File: src/rtl/hsp_pkg.sv
package hsp_pkg;
   typedef enum logic [1:0] {
      HSP_IN    = 2'b00,
      HSP_OUT   = 2'b01,
      HSP_BIDIR = 2'b10,
      HSP_RSVD  = 2'b11
   } hsp_mode_e;
endpackage

File: src/rtl/hsp_edge_sync.sv
module hsp_edge_sync #(
   parameter int   STAGES   = 2,
   parameter logic IDLE_VAL = 1'b1
) (
   input  logic clk,
   input  logic rst_n,
   input  logic raw,
   output logic level,
   output logic rise,
   output logic fall
);
   localparam int LAST = STAGES - 1;

   if (STAGES < 1) begin : g_bad_stages
      $error("hsp_edge_sync: STAGES must be at least 1");
   end

   logic [STAGES-1:0] sh;
   logic              prev;

   for (genvar i = 0; i < STAGES; i++) begin : g_stage
      if (i == 0) begin : g_first
         always_ff @(posedge clk) begin
            if (!rst_n) sh[0] <= IDLE_VAL;
            else        sh[0] <= raw;
         end
      end else begin : g_next
         always_ff @(posedge clk) begin
            if (!rst_n) sh[i] <= IDLE_VAL;
            else        sh[i] <= sh[i-1];
         end
      end
   end

   always_ff @(posedge clk) begin
      if (!rst_n) prev <= IDLE_VAL;
      else        prev <= sh[LAST];
   end

   assign level = sh[LAST];
   assign rise  = sh[LAST] & ~prev;
   assign fall  = ~sh[LAST] & prev;
endmodule

File: src/rtl/hsp_in_path.sv
module hsp_in_path #(
   parameter int WIDTH  = 8,
   parameter int STAGES = 2
) (
   input  logic             clk,
   input  logic             rst_n,
   input  logic             active,
   input  logic             ie,
   input  logic             stb_n,
   input  logic [WIDTH-1:0] pin_in,
   input  logic             rd_en,
   output logic [WIDTH-1:0] latch,
   output logic             ibf,
   output logic             intr
);
   localparam int LAST = STAGES - 1;

   if (WIDTH < 1) begin : g_bad_width
      $error("hsp_in_path: WIDTH must be at least 1");
   end

   logic             stb_level;
   logic             stb_rise;
   logic             stb_fall;
   logic [WIDTH-1:0] dpipe [STAGES];
   logic             rd_q;
   logic             rd_done;
   logic             cap;

   hsp_edge_sync #(.STAGES(STAGES), .IDLE_VAL(1'b1)) u_stb_sync (
      .clk   (clk),
      .rst_n (rst_n),
      .raw   (stb_n),
      .level (stb_level),
      .rise  (stb_rise),
      .fall  (stb_fall)
   );

   for (genvar i = 0; i < STAGES; i++) begin : g_dpipe
      if (i == 0) begin : g_first
         always_ff @(posedge clk) begin
            if (!rst_n) dpipe[0] <= '0;
            else        dpipe[0] <= pin_in;
         end
      end else begin : g_next
         always_ff @(posedge clk) begin
            if (!rst_n) dpipe[i] <= '0;
            else        dpipe[i] <= dpipe[i-1];
         end
      end
   end

   assign cap     = stb_rise & active;
   assign rd_done = rd_q & ~rd_en;

   always_ff @(posedge clk) begin
      if (!rst_n) begin
         rd_q  <= 1'b0;
         latch <= '0;
         ibf   <= 1'b0;
         intr  <= 1'b0;
      end else begin
         rd_q <= rd_en;
         if (cap) begin
            latch <= dpipe[LAST];
            ibf   <= 1'b1;
            intr  <= intr | ie;
         end else if (rd_done) begin
            ibf  <= 1'b0;
            intr <= 1'b0;
         end
      end
   end

   AST_STB_SETS_IBF: assert property (@(posedge clk) disable iff (!rst_n)
      cap |=> ibf);
   AST_RD_CLEARS_IBF: assert property (@(posedge clk) disable iff (!rst_n)
      (rd_done && !cap) |=> !ibf);
   AST_RD_CLEARS_INTR: assert property (@(posedge clk) disable iff (!rst_n)
      (rd_done && !cap) |=> !intr);
   AST_CAPTURE_WINS: assert property (@(posedge clk) disable iff (!rst_n)
      (cap && rd_done) |=> ibf);
   AST_IDLE_HOLDS_LATCH: assert property (@(posedge clk) disable iff (!rst_n)
      !cap |=> $stable(latch));
   AST_INTR_NEEDS_IBF: assert property (@(posedge clk) disable iff (!rst_n)
      intr |-> ibf);

   logic unused_in;
   assign unused_in = stb_level ^ stb_fall;
endmodule

File: src/rtl/hsp_out_path.sv
module hsp_out_path #(
   parameter int WIDTH  = 8,
   parameter int STAGES = 2
) (
   input  logic             clk,
   input  logic             rst_n,
   input  logic             active,
   input  logic             ie,
   input  logic             ack_n,
   input  logic             wr_en,
   input  logic [WIDTH-1:0] wr_data,
   output logic [WIDTH-1:0] latch,
   output logic             obf_n,
   output logic             intr
);
   if (WIDTH < 1) begin : g_bad_width
      $error("hsp_out_path: WIDTH must be at least 1");
   end

   logic ack_level;
   logic ack_rise;
   logic ack_fall;
   logic wr_ok;

   hsp_edge_sync #(.STAGES(STAGES), .IDLE_VAL(1'b1)) u_ack_sync (
      .clk   (clk),
      .rst_n (rst_n),
      .raw   (ack_n),
      .level (ack_level),
      .rise  (ack_rise),
      .fall  (ack_fall)
   );

   assign wr_ok = wr_en & active;

   always_ff @(posedge clk) begin
      if (!rst_n) begin
         latch <= '0;
         obf_n <= 1'b1;
         intr  <= 1'b0;
      end else begin
         if (wr_ok) begin
            latch <= wr_data;
            obf_n <= 1'b0;
            intr  <= 1'b0;
         end else begin
            if (ack_fall && active) obf_n <= 1'b1;
            if (ack_rise && active && obf_n && ie) intr <= 1'b1;
         end
      end
   end

   AST_WR_LOWERS_OBF: assert property (@(posedge clk) disable iff (!rst_n)
      wr_ok |=> !obf_n);
   AST_ACK_RAISES_OBF: assert property (@(posedge clk) disable iff (!rst_n)
      (ack_fall && active && !wr_ok) |=> obf_n);
   AST_WR_CLEARS_INTR: assert property (@(posedge clk) disable iff (!rst_n)
      wr_ok |=> !intr);
   AST_NO_WRITE_HOLD: assert property (@(posedge clk) disable iff (!rst_n)
      !wr_ok |=> $stable(latch));

   logic unused_out;
   assign unused_out = ack_level;
endmodule

File: src/rtl/hsp_channel.sv
module hsp_channel #(
   parameter int WIDTH       = 8,
   parameter int SYNC_STAGES = 2,
   parameter bit BIDIR_EN    = 1'b1
) (
   input  logic             clk,
   input  logic             rst_n,
   input  logic [1:0]       mode,
   input  logic             ie_in,
   input  logic             ie_out,
   input  logic             rd_en,
   input  logic             wr_en,
   input  logic [WIDTH-1:0] wr_data,
   output logic [WIDTH-1:0] rd_data,
   input  logic             stb_n,
   input  logic             ack_n,
   input  logic [WIDTH-1:0] pin_in,
   output logic [WIDTH-1:0] pin_out,
   output logic             pin_oe,
   output logic             ibf,
   output logic             obf_n,
   output logic             intr
);
   import hsp_pkg::*;

   if (SYNC_STAGES < 1 || SYNC_STAGES > 4) begin : g_bad_sync
      $error("hsp_channel: SYNC_STAGES must be 1..4");
   end

   hsp_mode_e mode_eff;
   logic      in_active;
   logic      out_active;
   logic      intr_in;
   logic      intr_out;

   if (BIDIR_EN) begin : g_bidir
      assign mode_eff = hsp_mode_e'(mode);
   end else begin : g_no_bidir
      assign mode_eff = (hsp_mode_e'(mode) == HSP_BIDIR) ? HSP_IN : hsp_mode_e'(mode);
   end

   always_comb begin
      in_active  = 1'b0;
      out_active = 1'b0;
      pin_oe     = 1'b0;
      unique case (mode_eff)
         HSP_OUT: begin
            out_active = 1'b1;
            pin_oe     = 1'b1;
         end
         HSP_BIDIR: begin
            in_active  = 1'b1;
            out_active = 1'b1;
            pin_oe     = ~ack_n;
         end
         default: in_active = 1'b1;
      endcase
   end

   hsp_in_path #(.WIDTH(WIDTH), .STAGES(SYNC_STAGES)) u_in (
      .clk    (clk),
      .rst_n  (rst_n),
      .active (in_active),
      .ie     (ie_in),
      .stb_n  (stb_n),
      .pin_in (pin_in),
      .rd_en  (rd_en),
      .latch  (rd_data),
      .ibf    (ibf),
      .intr   (intr_in)
   );

   hsp_out_path #(.WIDTH(WIDTH), .STAGES(SYNC_STAGES)) u_out (
      .clk     (clk),
      .rst_n   (rst_n),
      .active  (out_active),
      .ie      (ie_out),
      .ack_n   (ack_n),
      .wr_en   (wr_en),
      .wr_data (wr_data),
      .latch   (pin_out),
      .obf_n   (obf_n),
      .intr    (intr_out)
   );

   assign intr = (in_active & intr_in) | (out_active & intr_out);

   AST_BIDIR_RELEASE: assert property (@(posedge clk) disable iff (!rst_n)
      (mode_eff == HSP_BIDIR && ack_n) |-> !pin_oe);
   AST_INPUT_NO_DRIVE: assert property (@(posedge clk) disable iff (!rst_n)
      (mode_eff == HSP_IN) |-> !pin_oe);
   AST_INTR_HAS_SOURCE: assert property (@(posedge clk) disable iff (!rst_n)
      intr |-> (intr_in || intr_out));
endmodule

File: config.mk
export PLATFORM = sky130hd
export DESIGN_NAME = hsp_channel
export DESIGN_NICKNAME = d
export VERILOG_FILES = /design/src/rtl/hsp_pkg.sv /design/src/rtl/hsp_edge_sync.sv /design/src/rtl/hsp_in_path.sv /design/src/rtl/hsp_out_path.sv /design/src/rtl/hsp_channel.sv
export SDC_FILE = /design/constraint.sdc
export NUM_CORES = 1
export LEC_CHECK = 0
export ABC_CLOCK_PERIOD_IN_PS = 1100
export BUFFER_PORTS_ARGS = -buffer_cell sky130_fd_sc_hd__buf_2
export CORE_MARGIN = 5
export CORE_UTILIZATION = 45
export DETAILED_ROUTE_END_ITERATION = 10
export MAX_ROUTING_LAYER = met4
export PLACE_DENSITY = 0.72
export REMOVE_ABC_BUFFERS = 1
export SYNTH_ARGS = -nofsm -noshare
export SYNTH_HDL_FRONTEND = slang
export SYNTH_SLANG_ARGS = --single-unit
File: constraint.sdc
create_clock -name clk -period 1.1 [get_ports clk]
set_input_delay 0 -clock clk [delete_from_list [all_inputs] [get_ports clk]]
set_output_delay 0 -clock clk [all_outputs]
set_load 0.05 [all_outputs]
* After elaboration in Yosys (flattened, before gate mapping) *
Memory sizes are Yosys's and may differ from the RTL's. A register that Yosys moved wholly into a read port is not among the register bits.
Cells that the tools add are included.
W data, S select, Z words.

storage, ports and cells
  bits in registers = 19
  memory bits (writable) = 16
  input bits = 26
  word-level logic and storage cells = 54
  memories kept = 1

memory list
  memory      words  width  read ports  clocked after memory_dff  write ports  line               source
  u_in.dpipe  2      8      2           1                         2            hsp_in_path.sv:25  logic [WIDTH-1:0] dpipe [STAGES];

cells by class
  equality and inequality tests = 2
  mux-type cells = 12
  bitwise gates (word level) = 18
  reduce and logical (&&, ||, !) cells = 9

operator list
  operator              count
  $mux W8               2
  $mux W1               9
  $and A1 B1 Y1         8
  $not A1 Y1            6
  $logic_and A1 B1 Y1   4
  $or A1 B1 Y1          4
  $reduce_bool A2 Y1    2
  $reduce_or A2 Y1      2
  $eq A2 B1 Y1 const B  1
  $eq A2 B2 Y1 const B  1
  $pmux W1 S2           1
  $logic_not A1 Y1      1

* Longest topological paths before layout *
  depth after elaboration = 6
  depth in mapped cells = 6
  gate-level depth less buffers = 5

* Cells and area by module *
From an unflattened synthesis, not the netlist that was laid out.

unflattened totals
  cell total of the unflattened synthesis = 146
  area total of the unflattened synthesis = 1530.2 um2

modules (own cells, without submodules)
  module         instances  cells an instance  area an instance (um2)
  hsp_in_path    1          79                 852.1
  hsp_out_path   1          42                 435.4
  hsp_edge_sync  2          8                  91.3
  hsp_channel    1          9                  60.1

* Least setup slack after synthesis *
No wires, ideal clock.

  kind = input-to-output
  start = in mode[0]
  end = out intr
  data arrival time = 1.150 ns
  data required time = 1.100 ns
  slack = -0.050 ns
  cell stages on the path = 3
  cell sequence = inv_1 > ha_1 > o22ai_1

on the way
  word-level cells in the longest chain between the ends = 5
  elaborated cells between the ends (all ways) = 8
  classes of those cells = 2 x eq/ne; 2 x mux; 3 x bitwise; 1 x reduce/logical

ends and longest elaborated chain
  element                                              line               source
  start: declaration                                   hsp_channel.sv:8   input logic [1:0] mode,
  $eq A2 B2 Y1 / $eq A2 B1 Y1 (equally long branches)  hsp_channel.sv:46  unique case (mode_eff)
  $reduce_or A2 Y1 (no source line)                    n/a
  $mux W1                                              hsp_channel.sv:46
  $and A1 B1 Y1                                        hsp_channel.sv:86  assign intr = (in_active & intr_in) | (out_active & intr_out);
  $or A1 B1 Y1 (*)                                     hsp_channel.sv:86
  end: declaration                                     hsp_channel.sv:22  output logic intr

Every way passes the cells marked *; elsewhere a longest branch is shown, timed or not.

* Worst setup path in the final report *
  start = reg u_in.u_stb_sync.sh[1] (netlist: u_in.u_stb_sync.level)
  end = reg u_in.latch[7] (read register of u_in.dpipe)

on the way
  word-level cells in the longest chain between the ends = 2

ends and longest elaborated chain
  element                           line                 source
  start: declaration                hsp_edge_sync.sv:18  logic [STAGES-1:0] sh;
  start signal: indexed assignment  hsp_edge_sync.sv:30  else sh[i] <= sh[i-1];
  $and A1 B1 Y1                     hsp_edge_sync.sv:41  assign rise = sh[LAST] & ~prev;
  $and A1 B1 Y1                     hsp_in_path.sv:53    assign cap = stb_rise & active;
  end: declaration                  hsp_in_path.sv:12    output logic [WIDTH-1:0] latch,

Every way passes these cells.
A chain may end at the register's enable or synchronous reset.

==> run_results.csv <==
group,metric,value,unit
status,status,"finished, violations left",
floorplan,dieArea,4430,um2
grt,antenna_found_initial,0,
route,drt-wirelength-per-cell,11.4,um
timing,finalMaxSlewViolations,0,
grt,grt_max_degree,45,
floorplan,num_rows,20,
grt,grt_pass1_wl,4.63,mm
grt,grt_pass1_vias,1119,
power,power_frac_comb,11.9,%
timing,tightest_slew,0.562,ns
timing,relSlewSlack,62.5,%
worst_setup_path,crit_path_top_delay_cell,"dfxtp_2",
power,internal-power,2.32,mW
synth,ys_seq_elements,43,
floorplan,start_util,47.2,%
timing,rsz0062_at_grt,"yes",
floorplan,ios,46,
power,vdd_drop_max,1.08,mV
clocking,cts_buffers,5,
timing,worst_hold_slack,0.0912,ns
power,power.total,3.01,mW
power,p_seq_share,54.6,%
route,antenna_left,0,
timing,setup_slack,-0.0313,ns
floorplan,core_area,3050,um2
place,hpwl,1.91,mm
worst_setup_path,worstSetupPathType,"reg2reg",
synth,yosysUniqueCellTypes,21,
worst_setup_path,slowest_delay,0.35,ns
power,powerDensity,1460,nW/um2
timing,setup_viol_count_final,1,
floorplan,die_x,66.6,um
timing,fin_crit,1.13,ns
worst_setup_path,cp_max_fo,5,
place,gp_congestion,0.700,
clocking,clkLatencyLatePin,0.35,ns
hold_path,holdCritPathClass,"in2reg",
power,power_frac_clock,33.5,%
status,violations,"negative setup slack",
grt,grtUsageTotal,15.1,%
route,viasPerCell,4.48,
clocking,path_clk_slew,0.11,ns
place,port_buffers,45,
synth,avgSynthCellArea,10.4,um2
clocking,clockRootBuffer,"clkbuf_4",
timing,hold_viol,0,
synth,synth.yosys.seq_area_share,59.8,%
timing,skew,0.00354,ns
floorplan,fp.dieH,66.6,um
grt,grt_overflow_total,0,
run,drv_cap,0,
worst_setup_path,worstPathArrival,1.37,ns
power,p_sw_share,22.8,%
clocking,htree_levels,2,
worst_setup_path,crit_required,1.34,ns
worst_setup_path,path_cells,"nor3b_4, buf_6, mux2i_1, nor2b_1",
clocking,cts_sinks,43,
synth,synth.cell_area,1440,um2
cells_and_area,diodes,0,
timing,fmax,884,MHz
route,drt_wl_total,2.93,mm
synth,synth_cells,139,
synth,synth_warnings,0,
route,dr.pass1.iters,3,
timing,fin_crit_sh,103,%
route,first_iter_violations,29,
worst_setup_path,end_kind,"flop",
cells_and_area,drive_gt1_share,30.7,%
power,switchingPower,0.686,mW
route,drc_errors,0,
route,num_vias,1148,
clocking,cts_tree,"yes",
power,cellLeakagePower,0.908,nW
cells_and_area,layout.nets,239,
clocking,clockBufferDepth,2,
cells_and_area,area_delta_synth_final,42.8,%
worst_setup_path,cp-start-kind,"flop",
==> registers in the layout, summed over array words and instances, names as in the netlist <==
register,cells
u_in.u_stb_sync.prev,1
u_in.u_stb_sync.sh,1
u_out.latch,8
u_in.dpipe,16
u_in.ibf,1
u_in.rd_q,1
u_out.u_ack_sync.level,1
u_in.latch,8
u_in.intr,1
u_out.u_ack_sync.prev,1
u_out.obf_n,1
u_out.intr,1
u_out.u_ack_sync.sh,1
u_in.u_stb_sync.level,1
==> metrics by stage <==
step | utilization (%) | setup slack [ns] | instance area, um2 | std cells | TNS (ns)
floorplan | - | -0.238 | 1410 | 132 | -2.16
global placement | 56.4 | 0.0360 | 1720 | 226 | 0
detailed placement | 56.4 | -0.0133 | 1720 | 226 | -0.0171
CTS | 66.5 | -0.000828 | 2030 | 256 | -0.000828
global route | 67.4 | -0.0903 | 2060 | 256 | -0.159
finish | 67.4 | -0.0313 | 2060 | 256 | -0.0313
==> power groups by stage <==
stage,sequential (mW),combinational (mW),clock (mW)
floorplan,1.75,0.103,0
global placement,1.67,0.289,0
detailed placement,1.67,0.297,0
CTS,1.64,0.356,1.05
global route,1.65,0.391,1.11
finish,1.64,0.359,1.01
==> cell usage after synthesis, drive strengths merged <==
library cell / number / area share, %
nand2: 20 / 5.2
dfxtp: 43 / 60
nand4: 1 / 0.43
buf: 2 / 1.1
ha: 2 / 1.7
mux2i: 8 / 5.6
nor3b: 2 / 1.4
a21oi: 3 / 1.0
o22ai: 1 / 0.43
nand3: 1 / 0.35
a21boi: 8 / 4.2
inv: 5 / 1.3
and2: 17 / 7.4
clkbuf: 5 / 1.3
nand2b: 7 / 3.0
o21ai: 1 / 0.35
o211ai: 1 / 0.52
nor2b: 10 / 4.3
nor2: 2 / 0.52
==> cells in the final DEF, fill, tap and decap left out, types with 5 or more instances in the layout <==
master          n
nand2_1        20
nand2b_1        7
a21boi_0        8
and2_1         17
dfxtp_1        40
buf_2          44
dlygate4sd3_1  21
nor2b_1        10
clkbuf_4        5
mux2i_1         8
==> final cells by class <==
class	instances	area (um2)
Fill cell	259	996
Clock inverter	2	35.0
Timing Repair Buffer	72	494
Tap cell	44	55.1
Inverter	5	18.8
Clock buffer	6	51.3
Multi-Input combinational cell	84	538
Sequential cell	43	865
==> layer usage <==
metal	vias to the layer above	GRT usage (%)	wire [um]
met4	0	12.9	127
met1	527	13.3	1060
met2	25	26.4	1630
met3	12	4.22	106
li1	584	-	-
met5	-	-	0
==> worst max-delay path: cells and delay by family, from the launching register on <==
| kind | cells | cell delay (ns) |
|---|---|---|
| DFF | 1 | 0.35 |
| muxes | 1 | 0.23 |
| buffers and inverters | 1 | 0.16 |
| and+or+nand+nor | 2 | 0.29 |
==> path summary, 6_finish.rpt <==
kind	slack, ns	start	endpoint	depth (start not counted)
worst min-delay path	0.09	rst_n	u_out.u_ack_sync.sh[0]$_SDFF_PN1_	2
worst min register to register	0.42	u_out.u_ack_sync.sh[0]$_SDFF_PN1_	u_out.u_ack_sync.level$_SDFF_PN1_	1
worst max register to register	-0.03	u_in.u_stb_sync.level$_SDFF_PN1_	u_in.latch[7]$_SDFFE_PN0P_	4
worst max-delay path	-0.03	u_in.u_stb_sync.level$_SDFF_PN1_	u_in.latch[7]$_SDFFE_PN0P_	4
==> cells by family after synthesis <==
group	after synthesis	synth area share, %
mux	8	5.56
fa+ha+maj	2	1.74
simple gates	60	22.7
buf+inv	12	3.74
compound gates	14	6.52
flops	43	59.8
==> what timing repair did <==
item,4_1_cts,5_1_grt
buffers inserted,1,0
endpoints found under the hold margin,21,0
gates resized for setup,1,9
cloned,0,0
pin swaps,1,2
setup endpoints to repair,1,4
hold buffers,21,0
No activity file was read; power rests on OpenSTA's default activity.
